### config.mk
export PLATFORM = sky130hd
export DESIGN_NAME = pkd_usat_unit
export DESIGN_NICKNAME = d
export VERILOG_FILES = /design/src/rtl/pkd_usat_pkg.sv /design/src/rtl/pkd_usat_decode.sv /design/src/rtl/pkd_usat_lane.sv /design/src/rtl/pkd_usat_dp.sv /design/src/rtl/pkd_usat_unit.sv
export SDC_FILE = /design/constraint.sdc
export NUM_CORES = 1
export LEC_CHECK = 0
export BUFFER_PORTS_ARGS = -buffer_cell sky130_fd_sc_hd__buf_2
export CAP_MARGIN = 20
export CORE_ASPECT_RATIO = 0.7
export CORE_MARGIN = 2
export CORE_UTILIZATION = 60
export CTS_CLUSTER_SIZE = 25
export DETAILED_ROUTE_END_ITERATION = 10
export HOLD_SLACK_MARGIN = 0.06
export PLACE_DENSITY_LB_ADDON = 0.25
export SYNTH_ARGS = -nofsm -noshare
export SYNTH_HDL_FRONTEND = slang
export SYNTH_SLANG_ARGS = --single-unit
### constraint.sdc
create_clock -name clk_i -period 1.5 [get_ports clk_i]
set_clock_uncertainty 0.1 [all_clocks]
set_input_delay 0.3 -clock clk_i [delete_from_list [all_inputs] [get_ports clk_i]]
set_output_delay 0.3 -clock clk_i [all_outputs]
set_load 0.1 [all_outputs]
### src/rtl/pkd_usat_pkg.sv
package pkd_usat_pkg;
  localparam int INSTR_W = 32;
  localparam int IDX_W   = 4;
  localparam int SEL_W   = 3;

  localparam int COND_LSB = 28;
  localparam int SRCA_LSB = 16;
  localparam int DST_LSB  = 12;
  localparam int SEL_LSB  = 5;
  localparam int SRCB_LSB = 0;

  localparam logic [3:0] COND_ALWAYS = 4'hE;

  typedef enum logic [SEL_W-1:0] {
    OP_ADD16   = 3'd0,
    OP_ADDSUBX = 3'd1,
    OP_SUBADDX = 3'd2,
    OP_SUB16   = 3'd3,
    OP_ADD8    = 3'd4,
    OP_SUB8    = 3'd5
  } op_e;

  typedef struct packed {
    logic [SEL_W-1:0] sel;
    logic [IDX_W-1:0] a_idx;
    logic [IDX_W-1:0] b_idx;
    logic [IDX_W-1:0] d_idx;
    logic             always_ex;
  } dec_t;
endpackage

### src/rtl/pkd_usat_decode.sv
module pkd_usat_decode
  import pkd_usat_pkg::*;
(
  input  logic [INSTR_W-1:0] instr_i,
  output dec_t               dec_o
);
  logic unused_bits;
  assign unused_bits = ^{instr_i[27:20], instr_i[11:8], instr_i[4]};

  always_comb begin
    dec_o.sel       = instr_i[SEL_LSB  +: SEL_W];
    dec_o.a_idx     = instr_i[SRCA_LSB +: IDX_W];
    dec_o.b_idx     = instr_i[SRCB_LSB +: IDX_W];
    dec_o.d_idx     = instr_i[DST_LSB  +: IDX_W];
    dec_o.always_ex = (instr_i[COND_LSB +: 4] == COND_ALWAYS);
  end
endmodule

### src/rtl/pkd_usat_lane.sv
module pkd_usat_lane #(
  parameter int W = 8
) (
  input  logic [W-1:0] a_i,
  input  logic [W-1:0] b_i,
  input  logic         sub_i,
  output logic [W-1:0] y_o
);
  logic [W:0] sum, dif;

  always_comb begin
    sum = {1'b0, a_i} + {1'b0, b_i};
    dif = {1'b0, a_i} - {1'b0, b_i};
    if (sub_i) y_o = dif[W] ? '0 : dif[W-1:0];  // borrow clamps to zero
    else       y_o = sum[W] ? '1 : sum[W-1:0];  // carry clamps to all ones
  end
endmodule

### src/rtl/pkd_usat_dp.sv
module pkd_usat_dp
  import pkd_usat_pkg::*;
#(
  parameter int DATA_W = 32
) (
  input  logic [SEL_W-1:0]  sel_i,
  input  logic [DATA_W-1:0] a_i,
  input  logic [DATA_W-1:0] b_i,
  output logic [DATA_W-1:0] y_o
);
  localparam int HALF_W = DATA_W / 2;
  localparam int BYTE_W = 8;
  localparam int BYTE_N = DATA_W / BYTE_W;

  logic [DATA_W-1:0] y_half, y_byte;
  logic exch, byte_mode;

  assign exch      = (sel_i == OP_ADDSUBX) || (sel_i == OP_SUBADDX);
  assign byte_mode = sel_i[2];

  for (genvar h = 0; h < 2; h++) begin : g_half
    logic [HALF_W-1:0] b_sel;
    logic              sub;
    assign b_sel = exch ? b_i[(1-h)*HALF_W +: HALF_W] : b_i[h*HALF_W +: HALF_W];
    if (h == 0) begin : g_lo
      assign sub = (sel_i == OP_ADDSUBX) || (sel_i == OP_SUB16);
    end else begin : g_hi
      assign sub = (sel_i == OP_SUBADDX) || (sel_i == OP_SUB16);
    end
    pkd_usat_lane #(.W(HALF_W)) i_lane (
      .a_i  (a_i[h*HALF_W +: HALF_W]),
      .b_i  (b_sel),
      .sub_i(sub),
      .y_o  (y_half[h*HALF_W +: HALF_W])
    );
  end

  for (genvar g = 0; g < BYTE_N; g++) begin : g_byte
    pkd_usat_lane #(.W(BYTE_W)) i_lane (
      .a_i  (a_i[g*BYTE_W +: BYTE_W]),
      .b_i  (b_i[g*BYTE_W +: BYTE_W]),
      .sub_i(sel_i != OP_ADD8),
      .y_o  (y_byte[g*BYTE_W +: BYTE_W])
    );
  end

  assign y_o = byte_mode ? y_byte : y_half;
endmodule

### src/rtl/pkd_usat_unit.sv
module pkd_usat_unit
  import pkd_usat_pkg::*;
#(
  parameter int DATA_W  = 32,
  parameter bit OUT_REG = 1'b1
) (
  input  logic              clk_i,
  input  logic              rst_ni,
  input  logic              issue_i,
  input  logic [31:0]       instr_i,
  input  logic              cond_pass_i,
  input  logic [DATA_W-1:0] opa_i,
  input  logic [DATA_W-1:0] opb_i,
  output logic [3:0]        src_a_idx_o,
  output logic [3:0]        src_b_idx_o,
  output logic [DATA_W-1:0] rslt_o,
  output logic [3:0]        dst_idx_o,
  output logic              wr_en_o,
  output logic              valid_o
);
  dec_t              dec;
  logic [DATA_W-1:0] res_c;
  logic              wr_c;

  pkd_usat_decode i_dec (.instr_i(instr_i), .dec_o(dec));

  pkd_usat_dp #(.DATA_W(DATA_W)) i_dp (
    .sel_i(dec.sel),
    .a_i  (opa_i),
    .b_i  (opb_i),
    .y_o  (res_c)
  );

  assign src_a_idx_o = dec.a_idx;
  assign src_b_idx_o = dec.b_idx;
  assign wr_c        = issue_i & (dec.always_ex | cond_pass_i);

  if (OUT_REG) begin : g_reg
    logic [DATA_W-1:0] res_q;
    logic [3:0]        dst_q;
    logic              wr_q, vld_q;
    always_ff @(posedge clk_i or negedge rst_ni) begin
      if (!rst_ni) begin
        res_q <= '0;
        dst_q <= '0;
        wr_q  <= 1'b0;
        vld_q <= 1'b0;
      end else begin
        vld_q <= issue_i;
        wr_q  <= wr_c;
        if (issue_i) begin
          res_q <= res_c;
          dst_q <= dec.d_idx;
        end
      end
    end
    assign rslt_o    = res_q;
    assign dst_idx_o = dst_q;
    assign wr_en_o   = wr_q;
    assign valid_o   = vld_q;
  end else begin : g_comb
    assign rslt_o    = res_c;
    assign dst_idx_o = dec.d_idx;
    assign wr_en_o   = wr_c;
    assign valid_o   = issue_i;
  end
endmodule

==> impl_results.rst, run 1 <==
.. list-table::
   :header-rows: 1

   * - Metric
     - Value
   * - Leftover overflow at the end of global routing
     - 256
   * - Post-synthesis sequential area ratio
     - a little over a tenth
   * - Std cell rows
     - 37
   * - Share of Yosys cell area claimed by the top area cell type
     - 19.3%
   * - Mean instance size in the synthesized netlist
     - 7.43 um^2
   * - Largest area contributor in the synthesized netlist
     - sky130_fd_sc_hd__ha_1
   * - Post-synth ARST share
     - 100%
   * - Cell count after placement
     - ~1900
   * - Post-synthesis instance area
     - 0.00888 mm^2
   * - Ys Warns
     - 0
   * - Die width
     - 149 um
   * - Number of distinct standard cells referenced by the synthesized netlist
     - 90
   * - CTS Root Buffer Type
     - sky130_fd_sc_hd__clkbuf_16
   * - Height of the die
     - 106 um
   * - Number of register bits inferred by synthesis
     - 38
   * - Cell with the most instances after synthesis
     - sky130_fd_sc_hd__ha_1
   * - Number of instances in the synthesized netlist
     - roughly 1200
   * - Maximum clock insertion buffer count
     - 2
   * - Initial Utilization
     - 60.9%
   * - Count of input and output buffers
     - 116
   * - Leading cell types by count after synthesis
     - sky130_fd_sc_hd__ha_1 (137), sky130_fd_sc_hd__inv_1 (133), sky130_fd_sc_hd__nand2_1 (94)
   * - Wire length of the first global-routing pass
     - 112 mm
   * - Outcome
     - stopped before the end
   * - Final HPWL from detailed placement
     - 33.5 mm
   * - All-layer global routing usage
     - 91.3%
   * - Prevailing post-synth register cell
     - sky130_fd_sc_hd__dfrtp_1
   * - Pin count of the biggest net entering global routing
     - 39
   * - Gpl congestion
     - between 1 and 1.5
   * - Halt point of the flow
     - global routing (5_1_grt)
   * - Number of sinks driven by the clock tree
     - 38
   * - Post-synthesis net count
     - 1445
   * - Vias in the first global route
     - 18000
   * - Boundary Pins
     - 146
   * - Top area cells in the synthesized netlist
     - sky130_fd_sc_hd__ha_1 (19%), sky130_fd_sc_hd__dfrtp_1 (11%), sky130_fd_sc_hd__inv_1 (5.6%), sky130_fd_sc_hd__a21oi_1 (5.0%), sky130_fd_sc_hd__o21ai_0 (4.8%)
   * - EDFF count, synth
     - 0
   * - Number of H-tree branching levels
     - 2
   * - Error message
     - [ERROR GRT-0116] Global routing finished with congestion. Check the congestion regions in the DRC Viewer.
   * - Cts bufs inserted
     - 5
logic make-up after synthesis:
| kind of cell | count (synthesis) | synth area share (%) |
|---|---|---|
| buffers and inverters | 191 | 8.83 |
| multiplexers | 17 | 2.07 |
| AO/OA/AOI/OAI | 430 | 35.0 |
| flip-flops | 38 | 10.7 |
| adder cells (fa/ha/maj) | 149 | 22.0 |
| AND/OR/NAND/NOR | 341 | 18.5 |
| XOR/XNOR | 30 | 2.96 |
metrics by stage:
step	hold WS [ps]	area, um^2	setup WS (ps)
CTS	122	14000	-1840
detailed placement	197	13200	-2420
global placement	187	13200	-2260
floorplan	-95.6	9020	-1920
metal layers:
metal  global-route usage [%]  GRT overflow
met1                     90.2             9
met2                      102           147
met3                     82.3            12
met4                     94.6            84
met5                     51.3             4
timing repair:
| action | CTS |
|---|---|
| hold buffers | 1 |
| pin swaps | 35 |
| buffers inserted | 15 |
| gates resized for setup | 120 |
| endpoints found under the hold margin | 38 |
| endpoints found under the setup margin | 39 |
| gates cloned | 1 |
==> run 2, diff against run 1 <==
- CORE_ASPECT_RATIO: 0.7 -> not set
- CORE_UTILIZATION: 60 -> 40
- CTS_CLUSTER_SIZE: 25 -> not set
- HOLD_SLACK_MARGIN: 0.06 -> not set
- PLACE_DENSITY_LB_ADDON: 0.25 -> 0.15
==> impl_results.rst, run 2 <==
.. list-table::
   :header-rows: 1

   * - Metric
     - Value
   * - Maximum clock rate
     - 307 MHz
   * - Type of the worst setup path
     - in -> reg
   * - Outcome
     - finished with violations
   * - Final Max Tran Viols
     - 0
   * - Multi-input logic area
     - 0.00778 mm^2
   * - Final clock period utilization by the worst path
     - 217%
   * - Leading cell types by count after synthesis
     - sky130_fd_sc_hd__ha_1 (137), sky130_fd_sc_hd__inv_1 (133), sky130_fd_sc_hd__nand2_1 (94)
   * - Prevailing post-synth register cell
     - sky130_fd_sc_hd__dfrtp_1
   * - Reg2reg start
     - rslt_o[31]
   * - Worst relative slew slack
     - 42.5%
   * - Wire length of the first global-routing pass
     - 56.8 mm
   * - Final layout net count
     - ~2000
   * - Layout cell share with drive strength beyond 1
     - 44.0%
   * - Number of distinct standard cells referenced by the synthesized netlist
     - 90
   * - Initial antenna violation count
     - 0
   * - Count of unresolved DRC violations after routing
     - 0
   * - Mean instance size in the synthesized netlist
     - ~7.4 um^2
   * - Height of the die
     - about 150 um
   * - Vias
     - 11100
   * - Initial Utilization
     - 40.7%
   * - Max Cap Viol
     - 0
   * - Dpl cell area
     - 0.0136 mm^2
   * - Antenna Diode Count
     - 0
   * - CTS Root Buffer Type
     - sky130_fd_sc_hd__clkbuf_16
   * - Area of the core
     - 0.0218 mm^2
   * - Post-synthesis adder-cell area fraction
     - 22.0%
   * - Overall die area
     - 0.0234 mm^2
   * - Post-Layout Cell Count
     - 2029
   * - Nature of the critical path startpoint
     - primary input
   * - Launch point of the critical path
     - instr_i[5]
   * - Number of instances in the synthesized netlist
     - 1196
   * - Ys Warns
     - 0
   * - Pin slew with the least headroom to its limit
     - 849 ps
   * - Number of H-tree branching levels
     - 2
   * - Data required, critical path
     - 1580 ps
   * - Number of flip-flops under the largest register name
     - 32
   * - DRT iter0 DRCs
     - roughly 660
   * - Antenna-violating nets left
     - 0
   * - Setup violation total in the final timing report
     - 32
   * - Total detailed-routing wirelength
     - 35.9 mm
   * - Number of sinks driven by the clock tree
     - 38
   * - Post-synthesis net count
     - 1445
   * - Count of input and output buffers
     - 116
   * - Leftover overflow at the end of global routing
     - 0
   * - Share of Yosys cell area claimed by the top area cell type
     - between 10% and 20%
   * - Vias in the first global route
     - 11000
   * - Post-route cell area
     - ~0.015 mm^2
   * - Critical Path End Type
     - register
   * - Xor and xnor area share after synthesis
     - under 10%
   * - Post-synthesis mux area share
     - 2.07%
   * - Area taken by flip-flops and latches
     - 951 um^2
   * - Top area cells in the synthesized netlist
     - sky130_fd_sc_hd__ha_1 (19%), sky130_fd_sc_hd__dfrtp_1 (11%), sky130_fd_sc_hd__inv_1 (5.6%), sky130_fd_sc_hd__a21oi_1 (5.0%), sky130_fd_sc_hd__o21ai_0 (4.8%)
   * - Filler Cells Inserted
     - roughly 1900
   * - Clock Latency Late Sink
     - 300 ps
   * - Most common library cell in the layout ignoring fill and taps
     - sky130_fd_sc_hd__buf_4
   * - Leak
     - 7.29 nW
   * - Boundary Pins
     - 146
   * - Routed vias/inst
     - 5.47
   * - Post-DR wirelength/cell
     - 17.7 um
   * - Largest area contributor in the synthesized netlist
     - sky130_fd_sc_hd__ha_1
   * - All-layer global routing usage
     - between 20% and 30%
   * - Die width
     - 153 um
   * - Post-synthesis instance area
     - 0.00888 mm^2
   * - Cell with the most instances after synthesis
     - sky130_fd_sc_hd__ha_1
   * - Setup slack after layout
     - -1760 ps
   * - Post-synth ARST share
     - 100%
   * - Pin count of the biggest net entering global routing
     - 39
   * - Main combinational cell family by area after synthesis
     - compound AO/OA/AOI/OAI gates
   * - Worst min-delay path class
     - in -> reg
   * - Number of register bits inferred by synthesis
     - 38
   * - Synthesized-area fraction occupied by ao, oa, aoi and oai cells
     - 35.0%
   * - Violations in the final reports
     - setup timing
   * - Placement-stage worst setup slack
     - -2290 ps
   * - Post-layout min period
     - about 3300 ps
   * - Clk pin slew, worst setup/hold paths
     - 70 ps
   * - RSZ-0062 raised after global routing
     - yes
   * - TritonCTS clock tree
     - built
   * - Std cell rows
     - 54
   * - VDD IR-drop max
     - 0.602 mV
   * - Gpl congestion
     - 0.936
   * - Endpoints failing hold
     - 0
   * - Post-synthesis share of cell area spent on and, or, nand and nor gates
     - 18.5%
   * - Arrival time worst endpoint
     - 3330 ps
   * - Final HPWL from detailed placement
     - 29.1 mm
   * - P&R area growth vs syn
     - 64.7%
   * - Maximum clock insertion buffer count
     - 2
   * - Power Dens Cells
     - between 700 and 800 mW/mm^2
   * - EDFF count, synth
     - 0
   * - Cell count after placement
     - 1987
   * - Post-synthesis sequential area ratio
     - between 10% and 20%
   * - CP max FO
     - 7
   * - Cts bufs inserted
     - 5
   * - Commonest cells after routing, fill and taps aside
     - sky130_fd_sc_hd__buf_4 (454), sky130_fd_sc_hd__inv_1 (127), sky130_fd_sc_hd__ha_1 (127), sky130_fd_sc_hd__nand2_1 (91), sky130_fd_sc_hd__nor2_1 (87)
   * - Hold Path Origin
     - cond_pass_i
   * - First-pass detailed-route iteration total
     - 5
run 2: cell counts after synthesis:
Identical to the previous run, type by type.
run 2: path summary, 6_finish.rpt:
check	end	slack (ps)	depth (start not counted)
hold reg to reg	dst_idx_o[0]	400	1
max in group asynchronous	rslt_o[9]	630	3
setup / recovery	rslt_o[5]	-1760	17
setup reg to reg	rslt_o[31]	210	4
min in group asynchronous	wr_en_o	440	3
hold / removal	wr_en_o	130	3
run 2: power by group:
group / internal [mW] / total [mW] / leakage (nW) / switching, mW
Clock: 0.756 / 1.26 / 0.0832 / 0.500
Sequential: 1.21 / 1.42 / 0.458 / 0.210
Combinational: 3.92 / 8.68 / 6.75 / 4.76
Total: 5.88 / 11.4 / 7.29 / 5.47
run 2: through the flow:
| stage | power [mW] | TNS [ps] | util, % | hold slack, ps |
|---|---|---|---|---|
| detailed placement | 9.39 | -68300 | 62.3 | 208 |
| floorplan | 5.94 | -57880 | - | -95.6 |
| CTS | 11.1 | -52530 | 65.8 | 126 |
| global placement | 9.34 | -67210 | 62.3 | 199 |
| finish | 11.4 | -54240 | 67.0 | 127 |
| global route | 12.0 | -57890 | 67.0 | 135 |
run 2: layout make-up:
cell class,instances,share of cell area (%)
Multi-Input combinational cell,969,53.1
Timing Repair Buffer,598,33.3
Sequential cell,38,6.50
Inverter,136,3.49
Tap cell,280,2.39
Clock buffer,8,1.14
run 2: per-layer routing:
layer	vias up	routed length [um]	GRT usage, %
met4	0	577	6.83
li1	5442	-	-
met1	5262	16200	40.8
met3	47	1910	3.03
met5	-	0	0
met2	350	17200	50.8
run 2: cell families after synthesis:
family                   count (synthesis)
AO/OA/AOI/OAI                          430
flip-flops                              38
XOR/XNOR                                30
multiplexers                            17
adder cells (fa/ha/maj)                149
buffers and inverters                  191
AND/OR/NAND/NOR                        341
run 2: timing repair:
action | in CTS | in global routing
gates cloned | 2 | 0
setup endpoints to repair | 32 | 33
pin swaps | 50 | 29
setup buffers | 23 | 8
hold buffers | 1 | 0
resized for setup | 96 | 54
endpoints found under the hold margin | 38 | 0
run 2: worst max-delay path, stage by stage:
cell and delay, ps:
sky130_fd_sc_hd__buf_12 110, sky130_fd_sc_hd__xnor2_4 140, sky130_fd_sc_hd__nor2_4 180, sky130_fd_sc_hd__buf_6 150, sky130_fd_sc_hd__mux2_4 190, sky130_fd_sc_hd__ha_4 130, sky130_fd_sc_hd__inv_2 30, sky130_fd_sc_hd__fa_2 350
sky130_fd_sc_hd__nor2b_4 140, sky130_fd_sc_hd__o211ai_1 240, sky130_fd_sc_hd__a221oi_2 110, sky130_fd_sc_hd__o41a_4 400, sky130_fd_sc_hd__o211ai_4 260, sky130_fd_sc_hd__buf_6 170, sky130_fd_sc_hd__nor2_4 60, sky130_fd_sc_hd__a221oi_2 270
sky130_fd_sc_hd__o2bb2ai_1 80
Note: power is estimated with default switching activity, not from simulation.
